### config.mk
export PLATFORM = sky130hd
export DESIGN_NAME = hangup_supervisor
export DESIGN_NICKNAME = d
export VERILOG_FILES = /design/src/rtl/hus_pkg.sv /design/src/rtl/hus_ret_stack.sv /design/src/rtl/hus_watchdog.sv /design/src/rtl/hus_fault_latch.sv /design/src/rtl/hangup_supervisor.sv
export SDC_FILE = /design/constraint.sdc
export NUM_CORES = 1
export LEC_CHECK = 0
export ABC_AREA = 1
export BUFFER_PORTS_ARGS = -buffer_cell sky130_fd_sc_hd__clkbuf_2
export CORE_ASPECT_RATIO = 1.5
export CORE_MARGIN = 2
export CORE_UTILIZATION = 35
export DETAILED_ROUTE_END_ITERATION = 10
export PLACE_DENSITY = 0.5
export REMOVE_ABC_BUFFERS = 1
export SLEW_MARGIN = 40
export SYNTH_ARGS = -nofsm -noshare
export SYNTH_HDL_FRONTEND = slang
export SYNTH_SLANG_ARGS = --single-unit
### constraint.sdc
create_clock -name clk -period 2.3 [get_ports clk]
set_input_delay 0.46 -clock clk [delete_from_list [all_inputs] [get_ports clk]]
set_output_delay 0.46 -clock clk [all_outputs]
set_load 0.01 [all_outputs]
### src/rtl/hus_pkg.sv
package hus_pkg;
  typedef struct packed {
    logic ovf;
    logic unf;
    logic wdt;
    logic lv;
  } hus_flags_t;
endpackage

### src/rtl/hus_ret_stack.sv
module hus_ret_stack #(
  parameter int STACK_DEPTH = 5,
  parameter int ADDR_W      = 13,
  localparam int DW         = $clog2(STACK_DEPTH + 1)
) (
  input  logic              clk,
  input  logic              rst_n,
  input  logic              push,
  input  logic              pop,
  input  logic [ADDR_W-1:0] din,
  output logic [ADDR_W-1:0] dout,
  output logic [DW-1:0]     depth,
  output logic              ovf_ev,
  output logic              unf_ev
);
  logic [ADDR_W-1:0] mem [STACK_DEPTH];
  logic [ADDR_W-1:0] top;
  logic              full, empty, wr, rd;

  assign full   = (depth == DW'(STACK_DEPTH));
  assign empty  = (depth == '0);
  assign wr     = push && !pop && !full;
  assign rd     = pop && !empty;
  assign ovf_ev = push && !pop && full;
  assign unf_ev = pop && empty;

  // one register per entry, written only when it is the next free slot
  for (genvar g = 0; g < STACK_DEPTH; g++) begin : g_entry
    always_ff @(posedge clk) begin
      if (!rst_n)                      mem[g] <= '0;
      else if (wr && depth == DW'(g))  mem[g] <= din;
    end
  end

  always_comb begin
    top = '0;
    for (int i = 0; i < STACK_DEPTH; i++)
      if (depth == DW'(i + 1)) top = mem[i];
  end

  always_ff @(posedge clk) begin
    if (!rst_n) begin
      depth <= '0;
      dout  <= '0;
    end else begin
      if (wr)      depth <= depth + 1'b1;
      else if (rd) depth <= depth - 1'b1;
      if (pop)     dout  <= empty ? '0 : top;
    end
  end

  AST_DEPTH_LIMIT: assert property (@(posedge clk) disable iff (!rst_n)
    depth <= DW'(STACK_DEPTH));
  AST_OVF_KEEPS_DEPTH: assert property (@(posedge clk) disable iff (!rst_n)
    (push && !pop && depth == DW'(STACK_DEPTH)) |=> depth == DW'(STACK_DEPTH));
  AST_UNF_RETURNS_ZERO: assert property (@(posedge clk) disable iff (!rst_n)
    (pop && depth == '0) |=> (dout == '0 && depth == '0));
  AST_POP_WINS: assert property (@(posedge clk) disable iff (!rst_n)
    (push && pop && depth != '0) |=> depth == $past(depth) - 1'b1);
endmodule

### src/rtl/hus_watchdog.sv
module hus_watchdog #(
  parameter int WDT_LIMIT = 1024,
  localparam int CW       = (WDT_LIMIT > 1) ? $clog2(WDT_LIMIT) : 1
) (
  input  logic clk,
  input  logic rst_n,
  input  logic tick,
  input  logic clear,
  output logic expire_ev
);
  logic [CW-1:0] cnt;
  logic          at_end;

  assign at_end    = (cnt == CW'(WDT_LIMIT - 1));
  assign expire_ev = tick && !clear && at_end;

  always_ff @(posedge clk) begin
    if (!rst_n)       cnt <= '0;
    else if (clear)   cnt <= '0;
    else if (tick)    cnt <= at_end ? '0 : cnt + 1'b1;
  end

  AST_WDT_CLEAR: assert property (@(posedge clk) disable iff (!rst_n)
    clear |=> cnt == '0);
  AST_WDT_RANGE: assert property (@(posedge clk) disable iff (!rst_n)
    cnt <= CW'(WDT_LIMIT - 1));
endmodule

### src/rtl/hus_fault_latch.sv
module hus_fault_latch
  import hus_pkg::*;
#(
  parameter int SYNC_STAGES = 2
) (
  input  logic       clk,
  input  logic       rst_n,
  input  logic       ovf_ev,
  input  logic       unf_ev,
  input  logic       wdt_ev,
  input  logic       lowv_async,
  output hus_flags_t flags,
  output logic       fault_drv
);
  logic [SYNC_STAGES-1:0] sync_q;
  logic                   lv_sync;

  for (genvar s = 0; s < SYNC_STAGES; s++) begin : g_sync
    always_ff @(posedge clk) begin
      if (!rst_n)      sync_q[s] <= 1'b0;
      else if (s == 0) sync_q[s] <= lowv_async;
      else             sync_q[s] <= sync_q[(s > 0) ? s - 1 : 0];
    end
  end
  assign lv_sync = sync_q[SYNC_STAGES-1];

  always_ff @(posedge clk) begin
    if (!rst_n) begin
      flags     <= '0;
      fault_drv <= 1'b0;
    end else begin
      flags.ovf <= flags.ovf | ovf_ev;
      flags.unf <= flags.unf | unf_ev;
      flags.wdt <= flags.wdt | wdt_ev;
      flags.lv  <= flags.lv  | lv_sync;
      fault_drv <= fault_drv | ovf_ev | unf_ev | wdt_ev | lv_sync;
    end
  end

  AST_FLAGS_STICKY: assert property (@(posedge clk) disable iff (!rst_n)
    ($past(flags) & ~flags) == '0);
  AST_PIN_MATCHES_FLAGS: assert property (@(posedge clk) disable iff (!rst_n)
    fault_drv == (flags != '0));
endmodule

### src/rtl/hangup_supervisor.sv
module hangup_supervisor
  import hus_pkg::*;
#(
  parameter int STACK_DEPTH = 5,
  parameter int ADDR_W      = 13,
  parameter int WDT_LIMIT   = 1024,
  parameter int SYNC_STAGES = 2,
  localparam int DW         = $clog2(STACK_DEPTH + 1)
) (
  input  logic              clk,
  input  logic              rst_n,
  input  logic              push_i,
  input  logic              pop_i,
  input  logic [ADDR_W-1:0] push_addr_i,
  output logic [ADDR_W-1:0] pop_addr_o,
  output logic [DW-1:0]     depth_o,
  input  logic              wdt_clear_i,
  input  logic              wdt_tick_i,
  input  logic              lowv_i,
  output logic              flt_ovf_o,
  output logic              flt_unf_o,
  output logic              flt_wdt_o,
  output logic              flt_lv_o,
  output logic              fault_drv_o
);
  logic       ovf_ev, unf_ev, wdt_ev;
  hus_flags_t flags;

  hus_ret_stack #(.STACK_DEPTH(STACK_DEPTH), .ADDR_W(ADDR_W)) u_stack (
    .clk(clk), .rst_n(rst_n), .push(push_i), .pop(pop_i), .din(push_addr_i),
    .dout(pop_addr_o), .depth(depth_o), .ovf_ev(ovf_ev), .unf_ev(unf_ev)
  );

  hus_watchdog #(.WDT_LIMIT(WDT_LIMIT)) u_wdt (
    .clk(clk), .rst_n(rst_n), .tick(wdt_tick_i), .clear(wdt_clear_i),
    .expire_ev(wdt_ev)
  );

  hus_fault_latch #(.SYNC_STAGES(SYNC_STAGES)) u_latch (
    .clk(clk), .rst_n(rst_n), .ovf_ev(ovf_ev), .unf_ev(unf_ev),
    .wdt_ev(wdt_ev), .lowv_async(lowv_i), .flags(flags), .fault_drv(fault_drv_o)
  );

  assign flt_ovf_o = flags.ovf;
  assign flt_unf_o = flags.unf;
  assign flt_wdt_o = flags.wdt;
  assign flt_lv_o  = flags.lv;

  AST_RESET_RELEASED_QUIET: assert property (@(posedge clk)
    $rose(rst_n) |-> (depth_o == '0 && !fault_drv_o));
endmodule

# Word level (Yosys, flattened, before mapping)
# Memories as Yosys holds them, arrays and structs flattened.
# Index checks and enable logic that the tools add are counted.
# totals
ram_bits	65
regBits	33
memories	1
# op_classes
n_mux	30
n_reduce_logical	19
n_addsub	3
bitwise	14
eq_ne	6
# mem_list
memory	words	width	read_ports	rd_ports_with_merged_regs	wr	line_no	source
u_stack.mem	5	13	5	0	5	hus_ret_stack.sv:16	logic [ADDR_W-1:0] mem [STACK_DEPTH];
# ops
op	n
$mux W13	11
$mux W1	16
$or A1 B1 Y1	13
$logic_and A1 B1 Y1	12
$add A10 B1 Y10 const B	1
$eq A10 B10 Y1 const B	1
$mux W10	1
$eq A3 B2 Y1 const B	2
$eq A3 B3 Y1 const B	2
$mux W3	2
$logic_not A1 Y1	4
$add A3 B1 Y3 const B	1
$eq A3 B1 Y1 const B	1
$logic_not A3 Y1	1
$sub A3 B1 Y3 const B	1
$reduce_bool A2 Y1	1
$reduce_or A2 Y1	1
$not A1 Y1	1

# Longest topological paths before layout
# logic_depth
word_depth	8
mapped_depth	13
ltp_nobuf	10

# Hierarchy
# A second synthesis with hierarchy kept.
# hier_totals
cells_unflattened	557
hier_area_um2	4603.2
# modules_own_cells
mod	instances	area_each_um2	seq_area_each_um2	cells_per_inst
hus_ret_stack	1	3838.7	2272.2	452
hus_watchdog	1	551.8	200.2	79
hus_fault_latch	1	212.7	140.1	26

# Worst setup path after synthesis
# Ideal clock, no wire load.
# synth_timing
path_kind	register -> register
from	register u_stack.depth[2]
to	memory u_stack.mem[3][0], enable pin
path_buffers	3
t_arrival_ns	2.112
synth_period_minus_slack_ns	2.513
stages_incl_launch_ff	8
slack_ns	-0.213
setup_ns	0.401
required_time_ns	1.899
path_cell_list	dfxtp_1 > buf_6 > inv_4 > buf_4 > ha_1 > inv_2 > buf_2 > o21ai_0
# synth_rtl
element	line_no	source
from (decl)	hus_ret_stack.sv:12	output logic [DW-1:0] depth,
from (signal assigned)	hus_ret_stack.sv:46	if (wr) depth <= depth + 1'b1;
from (signal assigned)	hus_ret_stack.sv:47	else if (rd) depth <= depth - 1'b1;
to (decl)	hus_ret_stack.sv:16	

==> results.json <==
{
  "area_growth_pct": 14.27,
  "final.period_utilization_pct": 77.88,
  "setup_viol": 0,
  "antenna_found_initial": 0,
  "status": "finished clean",
  "filler_cell_count": 1321,
  "cts_sinks": 98,
  "start_kind": "flip-flop",
  "fin_area_um2": 5221,
  "first_pass_iters": 5,
  "placed_cells": 733,
  "area.sequential_um2": 2613,
  "synth.top_cell.area_share_pct": 42.72,
  "rrSetupSlack_ns": 0.51,
  "avgSynthCellArea_um2": 8.415,
  "slew_violations": 0,
  "worstRegToRegCells": 4,
  "multi_input_comb_area_um2": 1574,
  "vdd_drop_max_uv": 351.7,
  "rows": 51,
  "synthCells": 543,
  "tightest_slew_ns": 0.6929,
  "sw_frac_of_total_pct": 31.51,
  "cts_tree": "done",
  "ys_ff_latch": 98,
  "initial_core_util_pct": 35.45,
  "insertion_delay_ns": 0.35,
  "fmax_mhz": 558.3,
  "seqPwrFrac_pct": 44.4,
  "drt_iter0_drc": 152,
  "fin_nets": 612,
  "hold_depth": 3,
  "ys_seq_area_share_pct": 57.17,
  "wl_per_cell_um": 13.03,
  "hold_violations": 0,
  "grt-ovfl-total": 0,
  "slew_headroom_pct": 53.80,
  "dr_total_vias": 3386,
  "p_comb_share_pct": 24.3,
  "rr_startpoint": "u_stack.depth[0]",
  "hold_end": "u_latch.sync_q[0]",
  "fin_cells": 749,
  "synth_area_leaders": "edfxtp_1 43%, dfxtp_1 14%, nor2_1 11%, nand2_1 11%, inv_1 5.0%",
  "drc": 0,
  "root_buffer": "clkbuf_16",
  "crit_type": "flip-flop to flip-flop",
  "dpl.hpwl_um": 7020,
  "antenna_cells": 0,
  "yosys.area.top_type": "edfxtp_1",
  "critPathMaxFanout": 13,
  "r2r_end": "u_stack.mem[3][12]",
  "postPlaceCellArea_um2": 4936,
  "die_h_um": 143.9,
  "hold_class": "input pin to flip-flop",
  "tns_ns": 0,
  "grt_pass1_wl_um": 15750,
  "finalPower_mw": 4.761,
  "p_clk_share_pct": 31.4,
  "netlist_area_um2": 4569,
  "cts_buffer_depth": 2,
  "numCtsBuffers": 9,
  "die_x_um": 97.30,
  "ys_types": 26,
  "required_ns": 2.28,
  "ant_nets": 0,
  "vias_per_cell": 4.521,
  "die-area_um2": 14000,
  "power_density_nw_per_um2": 911.9,
  "fin_crit_ns": 1.791,
  "io_pins": 41,
  "grtUsageTotal_pct": 14.44,
  "cp.arrival_ns": 1.77,
  "internal-power_mw": 3.261,
  "cts_setup_buffers": 0,
  "drv_cap": 0,
  "numPortBuffers": 40,
  "skew_ns": 0.007112,
  "rsz0062_at_grt": "false",
  "clk_pin_slew_ns": 0.06,
  "p_leak_nw": 2.419,
  "cts_resized": 0,
  "grt_max_degree": 28,
  "grt_pass1_vias": 3214,
  "p_switching_mw": 1.500,
  "gp_congestion": 0.7808,
  "routed_wl_um": 9761,
  "holdBufCountCts": 0,
  "htreeDepth": 3,
  "drive_gt1_share_pct": 14.07,
  "ys_warn_count": 0,
  "hp-start": "lowv_i",
  "core_um2": 12890,
  "crit_path_end_kind": "flip-flop"
}
## critical path: stages, from the launching register on
cell and delay [ns]:
dfxtp_1 0.43, ha_1 0.19, ha_1 0.19, inv_2 0.05, o21ai_2 0.56
## flip-flops by register name (all words and copies together), names as in the netlist
name,flops
u_latch.sync_q,1
u_latch.flags,4
u_stack.depth,3
u_latch.fault_drv,1
u_latch.lv_sync,1
u_wdt.cnt,10
u_stack.dout,13
u_stack.mem,65
## cells by family (layout without fill, tap and decap cells)
logic type	after synthesis	count (layout)	share of synthesized area (%)
DFF	98	98	57.17
and+or+nand+nor	310	310	27.88
buffers and inverters	89	136	8.461
adders and majority gates	7	7	1.917
xor gates and xnor gates	3	3	0.5751
AOI/OAI and AO/OA	36	36	3.998
## stage by stage
step / util [%] / setup slack, ns / hold WS (ns)
detailed placement: 38.29 / 0.4835 / 0.4138
finish: 40.51 / 0.5088 / 0.3116
global route: 40.51 / 0.3548 / 0.3349
CTS: 40.51 / 0.4748 / 0.3068
floorplan: - / -0.2704 / 0.3900
global placement: 38.26 / 0.1978 / 0.4031
## cell type report
| type | count | share of cell area (%) |
|---|---|---|
| Clock buffer | 10 | 4.385 |
| Timing Repair Buffer | 52 | 5.560 |
| Multi-Input combinational cell | 356 | 30.15 |
| Clock inverter | 6 | 1.078 |
| Sequential cell | 98 | 50.04 |
| Tap cell | 159 | 3.810 |
| Inverter | 68 | 4.984 |
## synth_stat cells, drive strengths merged
library cell and n:
o21ai 10, clkbuf 1, ha 7, a21oi 25, edfxtp 65, o21bai 1
nand3b 1, nor3b 2, dfxtp 33, nand3 37, buf 20, nand2 132
and3 1, inv 68, xor2 3, nor3 2, nor2 135
## worst max-delay path by stage
| stage | startpoint | cells after the start | slack, ns | end |
|---|---|---|---|---|
| after detailed placement | u_stack.depth[0] | 4 | 0.48 | u_stack.mem[3][5] |
| after global placement | u_stack.depth[1] | 5 | 0.20 | u_stack.mem[3][5] |
| final | u_stack.depth[0] | 4 | 0.51 | u_stack.mem[3][12] |
| after CTS | u_stack.depth[0] | 4 | 0.47 | u_stack.mem[3][12] |
| after floorplan | u_stack.depth[1] | 5 | -0.27 | u_stack.mem[0][0] |
| after global routing | u_stack.depth[0] | 6 | 0.35 | u_stack.mem[2][12] |
## routing by layer
metal | up-vias | GRT usage [%] | wire length [um]
met3 | 14 | 1.994 | 391
met4 | 0 | 6.652 | 213
met1 | 1519 | 16.69 | 4261
li1 | 1787 | - | -
met2 | 66 | 26.46 | 4895
met5 | - | 0 | 0
## power groups by stage
stage	Sequential (mW)	Combinational, mW	Clock (mW)
floorplan	2.19	0.736	0
global placement	2.15	1.17	0
detailed placement	2.15	1.17	0
CTS	2.11	1.18	1.52
global route	2.13	1.34	1.57
finish	2.11	1.16	1.49
## cell usage in the layout (no fill, tap or decap), types with 3 or more instances in the layout
cell         n
nor2_1     132
nand2_1    128
edfxtp_1    65
inv_1       61
clkbuf_2    40
nand3_1     34
dfxtp_1     33
a21oi_1     25
buf_4       12
clkbuf_16    9
ha_1         7
o21ai_0      6
inv_2        5
nand2_2      4
nor2_4       3
o21ai_1      3
nand3_2      3
xor2_1       3
Power figures use the tool's default switching activity.
